### src/rtl/isr_pkg.sv
package isr_pkg;
    localparam int STAT_W = 16;
    localparam int NSRC   = 6;

    typedef enum logic [2:0] {
        SRC_SER  = 3'd0,
        SRC_PAR  = 3'd1,
        SRC_DBG  = 3'd2,
        SRC_EXT0 = 3'd3,
        SRC_EXT1 = 3'd4,
        SRC_TMR  = 3'd5
    } src_e;

    // Timer position is fixed by software convention (mask 0x0100).
    function automatic int src_pos(input int idx);
        case (idx)
            0:       return 0;
            1:       return 1;
            2:       return 4;
            3:       return 6;
            4:       return 7;
            default: return 8;
        endcase
    endfunction

    // Return-clearable sources: both pins and the timer.
    function automatic bit src_ret(input int idx);
        return idx >= int'(SRC_EXT0);
    endfunction

    function automatic logic [STAT_W-1:0] used_mask();
        logic [STAT_W-1:0] m;
        m = '0;
        for (int i = 0; i < NSRC; i++) m[src_pos(i)] = 1'b1;
        return m;
    endfunction

    function automatic logic [STAT_W-1:0] ret_mask();
        logic [STAT_W-1:0] m;
        m = '0;
        for (int i = 0; i < NSRC; i++) if (src_ret(i)) m[src_pos(i)] = 1'b1;
        return m;
    endfunction
endpackage

### src/rtl/isr_flag.sv
module isr_flag #(
    parameter bit RET_CLR = 1'b0
) (
    input  logic clk,
    input  logic rst,
    input  logic set,
    input  logic acc_clr,
    input  logic w1c,
    input  logic ret,
    input  logic capture,
    input  logic show,
    output logic pend,
    output logic view
);
    logic snap;
    logic clr;

    always_comb clr = RET_CLR ? (w1c | (ret & snap)) : acc_clr;

    always_ff @(posedge clk) begin
        if (rst) pend <= 1'b0;
        else     pend <= set | (pend & ~clr);
    end

    always_ff @(posedge clk) begin
        if (rst)                     snap <= 1'b0;
        else if (capture && RET_CLR) snap <= pend;
        else if (ret || w1c)         snap <= 1'b0;
    end

    always_comb view = (RET_CLR && show) ? snap : pend;

    // an event always leaves the flag set
    p_set_wins_r7: assert property (@(posedge clk) disable iff (rst)
        set |=> pend);
    // an access clear drops an access-cleared flag
    p_acc_clear_r5: assert property (@(posedge clk) disable iff (rst)
        (!RET_CLR && acc_clr && !set) |=> !pend);
    // write one clears a return-clearable flag
    p_w1c_r3: assert property (@(posedge clk) disable iff (rst)
        (RET_CLR && w1c && !set) |=> !pend);
    // with no event and no clear source the flag holds
    p_hold_r3: assert property (@(posedge clk) disable iff (rst)
        (!set && !acc_clr && !w1c && !ret) |=> $stable(pend));
    // at interrupt level the shown value is frozen unless cleared
    p_frozen_r8: assert property (@(posedge clk) disable iff (rst)
        (RET_CLR && show && !ret && !w1c) |=> (!show || $stable(view)));
endmodule

### src/rtl/isr_req.sv
module isr_req #(
    parameter int W = isr_pkg::STAT_W
) (
    input  logic [W-1:0] pend,
    input  logic [W-1:0] mask,
    input  logic         int_level,
    output logic         irq
);
    always_comb irq = (|(pend & mask)) & ~int_level;
endmodule

### src/rtl/intr_status_reg.sv
module intr_status_reg
    import isr_pkg::*;
(
    input  logic              clk,
    input  logic              rst,
    input  logic              ser_evt,
    input  logic              par_evt,
    input  logic              dbg_evt,
    input  logic              tmr_evt,
    input  logic [1:0]        ext_evt,
    input  logic              ser_acc,
    input  logic              par_acc,
    input  logic              dbg_rd,
    input  logic              stat_we,
    input  logic [STAT_W-1:0] stat_wdata,
    input  logic              mask_we,
    input  logic [STAT_W-1:0] mask_wdata,
    input  logic              int_level,
    input  logic              ret_pulse,
    output logic [STAT_W-1:0] stat_rdata,
    output logic [STAT_W-1:0] mask_rdata,
    output logic              irq
);
    localparam logic [STAT_W-1:0] USED = used_mask();
    localparam logic [STAT_W-1:0] RETM = ret_mask();

    logic [NSRC-1:0]   set_v, acc_v, pend_s, view_s;
    logic [STAT_W-1:0] pend_vec, view_vec, mask_q;
    logic              ack_q, capture;
    logic              unused_wbits;

    always_comb begin
        set_v = '0;
        acc_v = '0;
        set_v[SRC_SER]  = ser_evt;
        set_v[SRC_PAR]  = par_evt;
        set_v[SRC_DBG]  = dbg_evt;
        set_v[SRC_EXT0] = ext_evt[0];
        set_v[SRC_EXT1] = ext_evt[1];
        set_v[SRC_TMR]  = tmr_evt;
        acc_v[SRC_SER]  = ser_acc;
        acc_v[SRC_PAR]  = par_acc;
        acc_v[SRC_DBG]  = dbg_rd;
    end

    assign unused_wbits = ^(stat_wdata & ~RETM);

    always_ff @(posedge clk) begin
        if (rst) ack_q <= 1'b0;
        else     ack_q <= int_level;
    end
    always_comb capture = int_level & ~ack_q;

    always_ff @(posedge clk) begin
        if (rst)          mask_q <= '0;
        else if (mask_we) mask_q <= mask_wdata;
    end

    for (genvar i = 0; i < NSRC; i++) begin : g_src
        localparam int P = src_pos(i);
        isr_flag #(.RET_CLR(src_ret(i))) u_flag (
            .clk     (clk),
            .rst     (rst),
            .set     (set_v[i]),
            .acc_clr (acc_v[i]),
            .w1c     (stat_we & stat_wdata[P]),
            .ret     (ret_pulse),
            .capture (capture),
            .show    (ack_q),
            .pend    (pend_s[i]),
            .view    (view_s[i])
        );
    end

    always_comb begin
        pend_vec = '0;
        view_vec = '0;
        for (int i = 0; i < NSRC; i++) begin
            pend_vec[src_pos(i)] = pend_s[i];
            view_vec[src_pos(i)] = view_s[i];
        end
    end

    isr_req #(.W(STAT_W)) u_req (
        .pend      (pend_vec),
        .mask      (mask_q),
        .int_level (int_level),
        .irq       (irq)
    );

    assign stat_rdata = view_vec;
    assign mask_rdata = mask_q;

    // state is clear the cycle after reset
    p_reset_clear_r1: assert property (@(posedge clk)
        $past(rst) |-> (stat_rdata == '0 && mask_rdata == '0 && !irq));
    // unassigned status bits never read as one
    p_unused_zero_r2: assert property (@(posedge clk) disable iff (rst)
        (stat_rdata & ~USED) == '0);
    // no request while the core is at interrupt level
    p_no_req_at_level_r9: assert property (@(posedge clk) disable iff (rst)
        int_level |-> !irq);
    // mask write lands on the next cycle
    p_mask_load_r10: assert property (@(posedge clk) disable iff (rst)
        mask_we |=> (mask_rdata == $past(mask_wdata)));
endmodule

### config.mk
export PLATFORM = sky130hd
export DESIGN_NAME = intr_status_reg
export DESIGN_NICKNAME = d
export VERILOG_FILES = /design/src/rtl/isr_pkg.sv /design/src/rtl/isr_flag.sv /design/src/rtl/isr_req.sv /design/src/rtl/intr_status_reg.sv
export SDC_FILE = /design/constraint.sdc
export NUM_CORES = 1
export LEC_CHECK = 0
export CORE_UTILIZATION = 34
export DETAILED_ROUTE_END_ITERATION = 8
export PLACE_DENSITY = 0.82
export SYNTH_ARGS = -nofsm -noshare
export SYNTH_HDL_FRONTEND = slang
export SYNTH_SLANG_ARGS = --single-unit
export TNS_END_PERCENT = 1
### constraint.sdc
create_clock -name clk -period 1.1 [get_ports clk]
set_input_delay 0.11 -clock clk [delete_from_list [all_inputs] [get_ports clk]]
set_output_delay 0.11 -clock clk [all_outputs]
set_load 0.02 [all_outputs]
Word-level counts from Yosys, hierarchy flattened
Cells that the tools add are included.

cells by class
  bitwise gates (word level) = 32
  multiplexer cells = 9
  reduce and logical (&&, ||, !) cells = 7

operators with widths
  operator            count
  $and A9 B16 Y16     1
  $reduce_or A16 Y1   1
  $and A1 B1 Y1       14
  $mux W1             9
  $or A1 B1 Y1        9
  $not A1 Y1          8
  $reduce_bool A2 Y1  3
  $logic_or A1 B1 Y1  3

word-level totals
  register bits = 26
  logic and storage cells = 59

Depth between registers and ports, before layout
  depth after elaboration = 5
  depth in mapped cells = 4

Cells and area by module
From an unflattened synthesis, not the netlist that was laid out.

second synthesis, totals
  cell total of the unflattened synthesis = 127
  area total of the unflattened synthesis = 1222.4 um^2

by module, submodules not included
  module                          cells an instance  area an instance (um^2)  instances  sequential area each (um^2)
  intr_status_reg                 72                 730.7                    1          340.3
  isr_flag (g_src[3].u_flag ...)  10                 88.8                     3          40.0
  isr_flag (g_src[0].u_flag ...)  5                  46.3                     3          20.0
  isr_req                         10                 86.3                     1          0.0

Worst setup path after synthesis
No wires, ideal clock.

  path type = register to output
  start point = reg mask_q[6] (netlist: mask_rdata[6])
  end point = out irq
  arrival time = 991 ps
  buffers on the path = 0
  cell stages (with the launch flop) = 3
  slack = -1 ps
  required time = 990 ps
  cells stage by stage = dfxtp_1 -> a22oi_1 -> a31oi_1

on the way
  longest elaborated chain between the ends = 3

ends and longest elaborated chain
  element                 RTL line               text
  from (decl)             intr_status_reg.sv:28  logic [STAT_W-1:0] pend_vec, view_vec, mask_q;
  from (signal assigned)  intr_status_reg.sv:56  else if (mask_we) mask_q <= mask_wdata;
  $and A9 B16 Y16         isr_req.sv:9           always_comb irq = (|(pend & mask)) & ~int_level;
  $reduce_or A16 Y1       isr_req.sv:9
  $and A1 B1 Y1           isr_req.sv:9
  to (decl)               intr_status_reg.sv:22  output logic irq

Every way passes these cells.

Final worst setup path
  start point = reg ack_q
  end point = out stat_rdata[7]

on the way
  longest elaborated chain between the ends = 1

ends and longest elaborated chain
  element                 RTL line               text
  from (decl)             intr_status_reg.sv:29  logic ack_q, capture;
  from (signal assigned)  intr_status_reg.sv:50  else ack_q <= int_level;
  $mux W1                 isr_flag.sv:31         always_comb view = (RET_CLR && show) ? snap : pend;
  to (decl)               intr_status_reg.sv:20  output logic [STAT_W-1:0] stat_rdata,

Every way passes these cells.

==> results.cfg <==
[timing]
timing.fmax_mhz = 776
post-route-min-period_ns = 1.29
setup_violations = 4
whs_ns = 0.370
skew_ns = 0.000348
hold_viol = 0
fin_ws_ns = -0.188
setup_tns_ns = -0.715
rsz0062_at_grt = true
drv_slew = 0
fin_crit_sh_pct = 117

[cts]
cts_tree = done
clk_pin_slew_ns = 0.13
htreeDepth = 1
cts_hold_buf = 0
cts_buffer_depth = 2
postCtsSetupBuffers = 0
cts.sinks = 26
numCtsBuffers = 3
clk_latency_ns = 0.31
cts_root_buffer = clkbuf_4

[power_and_ir_drop]
ir_drop_uv = 638
p_per_area_mw_per_mm2 = 1120
cellLeakagePower_nw = 0.831

[logic_synthesis]
ys_types = 17
synth_cells = 120
syn_area_mm2 = 0.00114
yosysWarnings = 0
synth-seq-cells = 26
ys_seq_area_share_pct = 45.8
syn-mean-instance-area_um2 = 9.47

[worst_setup_path]
rr_startpoint = ack_q
path_class = reg2out
worstSetupStartpoint = ack_q
r2r-end = g_src[5].u_flag.snap
critical_path_arrival_ns = 1.18
critical_path.endpoint = stat_rdata[7]
worstPathMaxFanout = 5
reg2reg_slack_ns = 0.17
reg2reg_depth = 3
critPathCaptureType = output pin
required_ns = 0.99
crit_path_start_kind = flop

[layout]
layout-drive-gt1-share_pct = 35.1
fin_area_mm2 = 0.00183
antenna-diode-count = 0
utilization_pct = 58.8
area_delta_synth_final_pct = 60.7
final_nets = 233

[place]
io_buffers = 56
placed_area_mm2 = 0.00178
place_congestion = 0.806
dp_slack_ns = -0.349
dp.final_hpwl_um = 2060

[outcome]
status = finished, violations left
violations = negative setup slack

[route]
drtIter0Drc = 62
drc_errors = 0
vias_per_cell = 4.39
routedWlPerCell_um = 12.0
antenna_left = 0
dr.pass1.iters = 4
vias = 1006
drt_wl_total_um = 2750

[die]
die_width_um = 59.8
die_h_um = 59.8
pin_count = 80
core-area_mm2 = 0.00310
row_count = 20
start_util_pct = 36.6
die_area_mm2 = 0.00358

[global_route]
grt_overflow = 0
grtUsageTotal_pct = 15.7
grt_pass1_vias = 971
grt_antenna_before_repair = 0
grt_max_degree = 27
grt_first_pass_wirelength_um = 4200

[hold_path]
hp-class = in2reg

[flow_run]
max_cap_viol_count = 0
## logic make-up after synthesis
| group | share of synthesized area, % |
|---|---|
| flip-flops | 45.8 |
| AO/OA/AOI/OAI | 6.83 |
| AND/OR/NAND/NOR | 14.3 |
| other | 0.330 |
| buffers and inverters | 15.6 |
| multiplexers | 17.1 |
## cells in the mapped netlist
cell	n	area [µm²]
buf_6	1	11.3
nor2b_1	2	12.5
or2b_1	1	7.51
buf_2	3	15.0
nand4b_1	3	26.3
buf_12	1	20.0
conb_1	1	3.75
a21oi_1	6	30.0
nor2_1	22	82.6
nand2_1	9	33.8
inv_1	3	11.3
dfxtp_1	26	521
mux2i_1	16	160
mux2_2	3	33.8
a31oi_1	4	25.0
a22oi_1	3	22.5
buf_4	16	120
## report_power, final
group,leakage [nW],total [mW],internal [mW],switching [mW]
clock,0.0210,0.473,0.202,0.271
sequential,0.220,1.04,1.00,0.0393
combinational,0.590,0.524,0.290,0.234
total,0.831,2.04,1.49,0.544
## worst max-delay path, stage by stage (launching register included)
cell and delay [ns]:
dfxtp_4 0.42, mux2_4 0.31, buf_6 0.13
## layout by cell type (no fill, tap or decap), types with 4 or more instances in the layout
master and count:
clkdlybuf4s50_1 33, conb_1 10, clkdlybuf4s15_2 4, buf_2 4, buf_4 17, nor2_1 22
dfxtp_1 12, nand2_1 9, dfxtp_2 13, clkbuf_2 5, a21oi_1 6, mux2i_1 16
buf_6 8
## flip-flops by register name, indices dropped and copies added (netlist names)
signal	flops
mask_rdata	16
g_src.u_flag.pend	6
g_src.u_flag.snap	3
ack_q	1
## area by class of cell
class,instances,area (µm²)
Fill cell,289,1280
Timing Repair Buffer,73,678
Sequential cell,26,541
Multi-Input combinational cell,79,504
Tap cell,44,55.1
Clock buffer,4,36.3
Inverter,3,11.3
## routing by layer
layer  vias up  share of wire (%)  track usage (%)  wire, µm
li1        501                  -                -         -
met1       460                 39             15.7      1070
met2        41                 53             30.3      1450
met3         4                7.6             6.28       209
met4         0               0.91             2.99        25
met5         -                  0                0         0
## through the flow
| step | total power [mW] | instances |
|---|---|---|
| floorplan | 1.33 | 129 |
| global placement | 1.57 | 225 |
| detailed placement | 1.58 | 225 |
| CTS | 2.05 | 229 |
| global route | 2.16 | 229 |
| finish | 2.04 | 229 |
## timing repair
item / in CTS / in global routing
gates resized for setup: 99 / 23
pin swaps: 0 / 2
setup endpoints to repair: 23 / 19
## worst min path at each step
stage | cells after the start | start | slack [ns] | endpoint
floorplan | 2 | ser_evt | 0.23 | g_src[0].u_flag.pend
global placement | 2 | mask_rdata[15] | 0.47 | mask_rdata[15]
detailed placement | 2 | mask_rdata[15] | 0.48 | mask_rdata[15]
CTS | 3 | dbg_evt | 0.36 | g_src[2].u_flag.pend
global route | 3 | dbg_evt | 0.35 | g_src[2].u_flag.pend
finish | 3 | dbg_evt | 0.37 | g_src[2].u_flag.pend
(Power assumes the default switching activity.)
